## src/rtl/quad_spreg_pkg.sv

```systemverilog
package quad_spreg_pkg;

    typedef enum logic {
        SEL_STATUS  = 1'b0,
        SEL_OPTIONS = 1'b1
    } spsel_e;

    typedef enum logic [1:0] {
        MUL_X1 = 2'b00,
        MUL_X2 = 2'b01,
        MUL_X4 = 2'b10,
        MUL_X8 = 2'b11
    } mul_e;

    localparam int OFF_W       = 3;
    localparam int SPECIAL_OFF = 7;
    localparam int LCR_OFF     = 3;
    localparam int DLAB_BIT    = 7;

endpackage

```

## src/rtl/spreg_addr_dec.sv

```systemverilog
module spreg_addr_dec
    import quad_spreg_pkg::*;
#(
    parameter int NPORTS = 4,
    localparam int PORT_W = $clog2(NPORTS),
    localparam int ADDR_W = PORT_W + OFF_W
) (
    input  logic [ADDR_W-1:0] addr,
    input  logic              rd,
    input  logic              wr,
    input  logic              scratch_en,
    output logic [PORT_W-1:0] port,
    output logic              special_hit,
    output logic              lcr_wr,
    output logic [NPORTS-1:0] cs
);

    logic [OFF_W-1:0] offset;
    logic             pass_through;

    always_comb begin
        port         = addr[ADDR_W-1:OFF_W];
        offset       = addr[OFF_W-1:0];
        special_hit  = (offset == OFF_W'(SPECIAL_OFF)) && !scratch_en;
        pass_through = (rd || wr) && !special_hit;
        lcr_wr       = wr && (offset == OFF_W'(LCR_OFF));
    end

    for (genvar g = 0; g < NPORTS; g++) begin : g_cs
        assign cs[g] = pass_through && (port == PORT_W'(g));
    end

endmodule

```

## src/rtl/spreg_dlab_fsm.sv

```systemverilog
module spreg_dlab_fsm
    import quad_spreg_pkg::*;
(
    input  logic clk,
    input  logic rst_n,
    input  logic lcr_wr,
    input  logic dlab_in,
    output logic sel_opt
);

    spsel_e state_q;
    spsel_e state_d;

    always_comb begin
        state_d = state_q;
        unique case (state_q)
            SEL_STATUS:  if (lcr_wr && dlab_in)  state_d = SEL_OPTIONS;
            SEL_OPTIONS: if (lcr_wr && !dlab_in) state_d = SEL_STATUS;
            default:     state_d = SEL_STATUS;
        endcase
    end

    always_ff @(posedge clk or negedge rst_n) begin
        if (!rst_n) state_q <= SEL_STATUS;
        else        state_q <= state_d;
    end

    always_comb begin
        unique case (state_q)
            SEL_STATUS:  sel_opt = 1'b0;
            SEL_OPTIONS: sel_opt = 1'b1;
            default:     sel_opt = 1'b0;
        endcase
    end

endmodule

```

## src/rtl/spreg_opt_reg.sv

```systemverilog
module spreg_opt_reg
    import quad_spreg_pkg::*;
#(
    parameter int DW = 8
) (
    input  logic          clk,
    input  logic          rst_n,
    input  logic          wr_en,
    input  logic [DW-1:0] wdata,
    input  logic          force_x2,
    input  logic          force_x4,
    input  logic          force_x8,
    output logic [DW-1:0] rdata,
    output logic [1:0]    mul_sel
);

    logic id_hi_q;
    logic id_lo_q;
    mul_e mul_q;

    always_ff @(posedge clk or negedge rst_n) begin
        if (!rst_n) begin
            id_hi_q <= 1'b0;
            id_lo_q <= 1'b0;
            mul_q   <= MUL_X1;
        end else if (wr_en) begin
            id_hi_q <= wdata[DW-1];
            id_lo_q <= wdata[DW-2];
            mul_q   <= mul_e'(wdata[1:0]);
        end
    end

    always_comb begin
        rdata       = '0;
        rdata[DW-1] = id_hi_q & id_lo_q;
        rdata[DW-2] = id_hi_q ^ id_lo_q;
        rdata[1:0]  = mul_q;
    end

    always_comb begin
        if (force_x8)      mul_sel = MUL_X8;
        else if (force_x4) mul_sel = MUL_X4;
        else if (force_x2) mul_sel = MUL_X2;
        else               mul_sel = mul_q;
    end

endmodule

```

## src/rtl/quad_uart_spreg.sv

```systemverilog
module quad_uart_spreg
    import quad_spreg_pkg::*;
#(
    parameter int NPORTS = 4,
    parameter int DW     = 8,
    localparam int PORT_W = $clog2(NPORTS),
    localparam int ADDR_W = PORT_W + OFF_W
) (
    input  logic                 clk,
    input  logic                 rst_n,
    input  logic [ADDR_W-1:0]    bus_addr,
    input  logic                 bus_rd,
    input  logic                 bus_wr,
    input  logic [DW-1:0]        bus_wdata,
    output logic [DW-1:0]        bus_rdata,
    output logic [NPORTS-1:0]    uart_cs,
    input  logic [NPORTS*DW-1:0] uart_rdata,
    input  logic [NPORTS-1:0]    uart_irq,
    input  logic                 scratch_en,
    input  logic                 force_x2,
    input  logic                 force_x4,
    input  logic                 force_x8,
    output logic                 irq_out,
    output logic [1:0]           clk_mul_sel
);

    logic [PORT_W-1:0] port;
    logic              special_hit;
    logic              lcr_wr;
    logic              sel_opt;
    logic [DW-1:0]     opt_rdata;
    logic [DW-1:0]     status_rdata;

    spreg_addr_dec #(.NPORTS(NPORTS)) u_dec (
        .addr        (bus_addr),
        .rd          (bus_rd),
        .wr          (bus_wr),
        .scratch_en  (scratch_en),
        .port        (port),
        .special_hit (special_hit),
        .lcr_wr      (lcr_wr),
        .cs          (uart_cs)
    );

    spreg_dlab_fsm u_fsm (
        .clk     (clk),
        .rst_n   (rst_n),
        .lcr_wr  (lcr_wr),
        .dlab_in (bus_wdata[DLAB_BIT]),
        .sel_opt (sel_opt)
    );

    spreg_opt_reg #(.DW(DW)) u_opt (
        .clk      (clk),
        .rst_n    (rst_n),
        .wr_en    (bus_wr && special_hit && sel_opt),
        .wdata    (bus_wdata),
        .force_x2 (force_x2),
        .force_x4 (force_x4),
        .force_x8 (force_x8),
        .rdata    (opt_rdata),
        .mul_sel  (clk_mul_sel)
    );

    always_comb begin
        status_rdata               = '0;
        status_rdata[NPORTS-1:0]   = uart_irq;
        irq_out                    = |uart_irq;
    end

    always_comb begin
        bus_rdata = '0;
        if (bus_rd) begin
            if (special_hit) bus_rdata = sel_opt ? opt_rdata : status_rdata;
            else             bus_rdata = uart_rdata[port*DW +: DW];
        end
    end

endmodule

```

## config.mk

```make
export PLATFORM = sky130hd
export DESIGN_NAME = quad_uart_spreg
export DESIGN_NICKNAME = d
export VERILOG_FILES = /design/src/rtl/quad_spreg_pkg.sv /design/src/rtl/spreg_addr_dec.sv /design/src/rtl/spreg_dlab_fsm.sv /design/src/rtl/spreg_opt_reg.sv /design/src/rtl/quad_uart_spreg.sv
export SDC_FILE = /design/constraint.sdc
export NUM_CORES = 1
export LEC_CHECK = 0
export CAP_MARGIN = 10
export CORE_AREA = 2 2 39 41
export DETAILED_ROUTE_END_ITERATION = 10
export DIE_AREA = 0 0 41 43
export DONT_BUFFER_PORTS = 1
export GPL_TIMING_DRIVEN = 0
export HOLD_SLACK_MARGIN = 0.02
export PLACE_DENSITY = 0.65
export SLEW_MARGIN = 20
export SYNTH_ARGS = -nofsm -noshare
export SYNTH_HDL_FRONTEND = slang
export SYNTH_SLANG_ARGS = --single-unit
```

## constraint.sdc

```tcl
create_clock -name clk -period 3 [get_ports clk]
set_clock_uncertainty 0.15 [all_clocks]
set_input_delay 0.3 -clock clk [delete_from_list [all_inputs] [get_ports clk]]
set_output_delay 0.3 -clock clk [all_outputs]
set_load 0.005 [all_outputs]
```

* Yosys cells after proc, flatten, opt, wreduce, memory -nomap -nowiden
Index checks and enable logic that the tools add are counted.
** Storage, ports and cells
- Output and inout bits :: 15
- Flip-flop bits (word level) :: 5
- Logic and storage cells :: 40
- Bits of input ports :: 57
** Cells by class
- Equal/unequal tests :: 5
- Multiplexer cells :: 10
- Shifts and indexed selects :: 1
- Bitwise operators :: 3
- Reductions and logical operators :: 17
** Operators by type and width (number)
- variable part select 32 x 6 -> 8 bit :: 1
- 2-to-1 mux 8 bit :: 3
- logical AND 1 bit :: 11
- 2-to-1 mux 2 bit :: 3
- equality test 2 bit (second input constant) :: 2
- one-hot mux 1 bit (2 select lines) :: 2
- OR reduction 4 bit :: 1
- equality test 3 x 2 -> 1 bit (second input constant) :: 1
- equality test 3 bit (second input constant) :: 1
- logical NOT 1 bit :: 3
- equality test 2 x 1 -> 1 bit (second input constant) :: 1
- logical NOT 2 bit :: 1
- 2-to-1 mux 1 bit :: 2
- bitwise AND 1 bit :: 1
- logical OR 1 bit :: 1
- NOT 1 bit :: 1
- bitwise XOR 1 bit :: 1

* Longest topological paths before layout
- Word-level depth :: 5
- Depth in mapped cells :: 4
- Mapped depth without buffers :: 3

* Cells and area by module
From an unflattened synthesis, not the netlist that was laid out.
** Second synthesis, totals
- Cells, all modules :: 79
- Area, all modules :: 710.7 um^2
** Modules (own cells, without submodules)
- quad_uart_spreg :: area each 380.4 um^2, instances 1, sequential area each 0.0 um^2, cells each 46
- spreg_opt_reg :: area each 212.7 um^2, instances 1, sequential area each 100.1 um^2, cells each 20
- spreg_addr_dec :: area each 77.6 um^2, instances 1, sequential area each 0.0 um^2, cells each 11
- spreg_dlab_fsm :: area each 40.0 um^2, instances 1, sequential area each 25.0 um^2, cells each 2

* Worst setup path before layout
No wires, ideal clock.
- Path kind :: input to output
- From :: input bus_addr[3]
- To :: output bus_rdata[2]
- Path slack :: 1.430 ns
- Data arrival time :: 1.120 ns
- Path buffers :: 1
- Data required time :: 2.550 ns
- Stages on the path :: 3
- Cells stage by stage :: buf_6 -> mux4_2 -> a32o_1
** Between the ends
- Cells in the longest elaborated chain, start to end :: 3
** Ends and longest elaborated chain
- from (decl) :: RTL line quad_uart_spreg.sv:11 : input logic [ADDR_W-1:0] bus_addr,
- variable part select 32 x 6 -> 8 bit :: RTL line quad_uart_spreg.sv:75 : else bus_rdata = uart_rdata[port*DW +: DW];
- 2-to-1 mux 8 bit :: RTL line quad_uart_spreg.sv:74 : if (special_hit) bus_rdata = sel_opt ? opt_rdata : status_rdata;
- 2-to-1 mux 8 bit :: RTL line quad_uart_spreg.sv:73 : if (bus_rd) begin
- to (decl) :: RTL line quad_uart_spreg.sv:15 : output logic [DW-1:0] bus_rdata,
No other way between the ends.

==> load_flow_metrics.sql <==
INSERT INTO impl_metrics (metric_group, metric, value, unit) VALUES
('clock_network', 'h-tree-depth', '1', ''),
('logic_synthesis', 'synth_seq_cells', '5', ''),
('floorplanning', 'die_width', '41', 'µm'),
('job', 'timing.max_cap.violations', '0', ''),
('logic_synthesis', 'post_syn_instances', '56', ''),
('placement', 'numPortBuffers', '0', ''),
('timing', 'fin_setup_tns', '0', 'ns'),
('logic_synthesis', 'synth_top_flop_cell', 'sky130_fd_sc_hd__dfrtp_1', ''),
('logic_synthesis', 'adder_cell_share_of_the_synthesized_area', '1.938', '%'),
('timing', 'grt_setup_unrepaired', 'false', ''),
('timing', 'worst_slew_margin_rel', '76.98', '%'),
('outcome', 'outcome', 'finished, final reports clean', ''),
('finish', 'area.growth.synth_to_final', '8.721', '%'),
('power', 'power.share.switching', '27.26', '%'),
('logic_synthesis', 'synth-simple-area-share', '19.57', '%'),
('timing', 'timing_max_transition_violations_final', '0', ''),
('clock_network', 'tritoncts', 'built', ''),
('drt', 'wl_per_cell', '16.25', 'µm'),
('global_routing', 'gr-total-overflow', '0', ''),
('min_path', 'hold_path_class', 'primary input to register', ''),
('logic_synthesis', 'synth-seq-area-share', '19.38', '%'),
('logic_synthesis', 'synth_cell_type_count', '24', ''),
('timing', 'worstMarginPinSlew', '0.3417', 'ns'),
('power', 'irDropWorstVdd', '107.1', 'µV'),
('setup_path', 'cpPeakStageDelay', '0.45', 'ns'),
('power', 'clock_power_share', '29.4', '%'),
('timing', 'finalCriticalPeriod', '1.734', 'ns'),
('setup_path', 'ff2ff_setup_slack', '1.59', 'ns'),
('timing', 'max_freq', '0.5769', 'GHz'),
('setup_path', 'worst_setup_path_type', 'register to output pin', ''),
('global_routing', 'antenna_found_initial', '0', ''),
('setup_path', 'critical_path.cell_chain', 'mux2_2 -> o21ai_0 -> nor2_1', ''),
('setup_path', 'timing.critical_path.buf_inv', '0', ''),
('drt', 'first_pass_iters', '2', ''),
('power', 'p_int', '0.1844', 'mW'),
('power', 'seq_power_share', '38.5', '%'),
('clock_network', 'cts-root-to-sink-buffers', '2', ''),
('power', 'p_leak', '0.2868', 'nW'),
('global_routing', 'first_global_vias', '437', ''),
('power', 'power.density', '361.2', 'nW/µm²'),
('global_routing', 'grtUsageTotal', '13.18', '%'),
('finish', 'post_route_cells_drive_above_1_share', '22.95', '%'),
('logic_synthesis', 'synth_top_cell_by_area', 'sky130_fd_sc_hd__mux4_1', ''),
('timing', 'final.period_utilization', '57.78', '%'),
('logic_synthesis', 'synthMuxAreaShare', '43.60', '%'),
('drt', 'detail_route.vias_per_cell', '6.636', ''),
('drt', 'drc', '0', ''),
('logic_synthesis', 'synthesized_nets', '114', ''),
('power', 'switchingPower', '0.06913', 'mW'),
('setup_path', 'critical_path_required', '2.55', 'ns'),
('setup_path', 'arrival', '1.28', 'ns'),
('logic_synthesis', 'yosys-top-cells-area', 'sky130_fd_sc_hd__mux4_1 (24%), sky130_fd_sc_hd__dfrtp_1 (19%), sky130_fd_sc_hd__mux2_2 (12%)', ''),
('floorplanning', 'die_area', '1763', 'µm²'),
('floorplanning', 'ios', '72', ''),
('drt', 'postRouteAntennaNets', '0', ''),
('clock_network', 'number_of_cts_inserted_buffers', '3', ''),
('logic_synthesis', 'synth-xor-area-share', '0', '%'),
('floorplanning', 'floorplan.initialDensity', '46.65', '%'),
('placement', 'place.detailed.hpwl', '1141', 'µm'),
('floorplanning', 'chipHeight', '43', 'µm'),
('finish', 'antenna_cells_inserted', '0', ''),
('placement', 'globalplace.congestion', '0.6923', ''),
('setup_path', 'timing.critical_path.from_type', 'register', ''),
('global_routing', 'grt_start_max_net_pins', '11', ''),
('setup_path', 'critPathSlowestCell', 'sky130_fd_sc_hd__dfrtp_1', ''),
('logic_synthesis', 'count_of_flip_flops_with_a_built_in_enable_after_synthesis', '0', ''),
('logic_synthesis', 'ys.warnings.count', '0', ''),
('finish', 'final_core_util', '50.72', '%'),
('clock_network', 'clock-sinks', '5', ''),
('logic_synthesis', 'yosys.cell_count.top_type', 'sky130_fd_sc_hd__mux2_2', ''),
('logic_synthesis', 'synth_compound_gate_area_share', '11.82', '%');
==> through the flow <==
step	hold slack, ns	instance area, µm²	setup slack, ns	power [mW]	std cells
2_1_floorplan	-0.1456	645.6	1.430	0.1654	56
3_3_place_gp	-0.1455	665.6	1.398	0.1771	72
3_5_place_dp	-0.1454	665.6	1.392	0.1794	72
4_1_cts	0.05764	701.9	1.256	0.2591	77
5_1_grt	0.05719	701.9	1.180	0.2714	77
6_report	0.06299	701.9	1.266	0.2535	77
==> power by group through the flow <==
stage | Combinational [mW] | Clock, mW | Sequential, mW
after CTS | 0.0825 | 0.0781 | 0.0985
final | 0.0812 | 0.0747 | 0.0977
after global routing | 0.0894 | 0.0818 | 0.100
after floorplan | 0.0718 | 0 | 0.0937
after detailed placement | 0.0800 | 0 | 0.0994
after global placement | 0.0787 | 0 | 0.0984
==> layer usage <==
metal / vias to the layer above / global-route usage, % / wire (µm) / part of all wire (%)
met3: 0 / 2.094 / 179 / 14
li1: 247 / - / - / -
met2: 42 / 22.50 / 641 / 51
met1: 222 / 15.99 / 430 / 34
met4: 0 / 4.000 / 0 / 0
met5: - / 0 / 0 / 0
==> cell families after synthesis <==
kind of cell / Yosys count
mux: 15
simple gates: 21
compound gates: 10
flops: 5
fa+ha+maj: 1
buf+inv: 4
==> final cells by class <==
cell class / instances / area [µm²]
fill: 133 / 681.9
clock buffer: 4 / 26.28
inverter: 1 / 3.754
multi-input combinational: 47 / 496.7
sequential: 5 / 125.1
timing repair buffer: 1 / 10.01
buffer: 3 / 20.02
tap: 16 / 20.02
==> repair_timing <==
| item | CTS | global route |
|---|---|---|
| hold buffers | 1 | 0 |
| buffers inserted | 0 | 0 |
| endpoints found under the hold margin | 5 | 0 |
==> cell usage in the layout (no fill, tap or decap), drive strengths merged <==
cell type,n
mux4,8
mux2,7
nor2,6
dfrtp,5
o21ai,4
clkbuf,4
and3,3
buf,3
nand3,2
o2bb2ai,2
and4b,2
nor2b,2
a32o,2
nor3b,2
nand4b,1
and2,1
nor3,1
o2111a,1
or4,1
inv,1
o21bai,1
ha,1
dlygate4sd3,1
==> path summary, 6_finish.rpt <==
path	from	to	depth (start not counted)
worst max-delay path	register	bus_rdata[0]	3
worst min-delay path	bus_wdata[7]	u_opt.id_hi_q	1
worst max register to register	register	u_opt.mul_q[0]	2
worst min register to register	u_opt.id_hi_q	u_opt.id_hi_q	1
max in group asynchronous	rst_n	u_opt.mul_q[0]	1
min in group asynchronous	rst_n	u_opt.id_lo_q	1
Note: power is estimated with default switching activity, not from simulation.
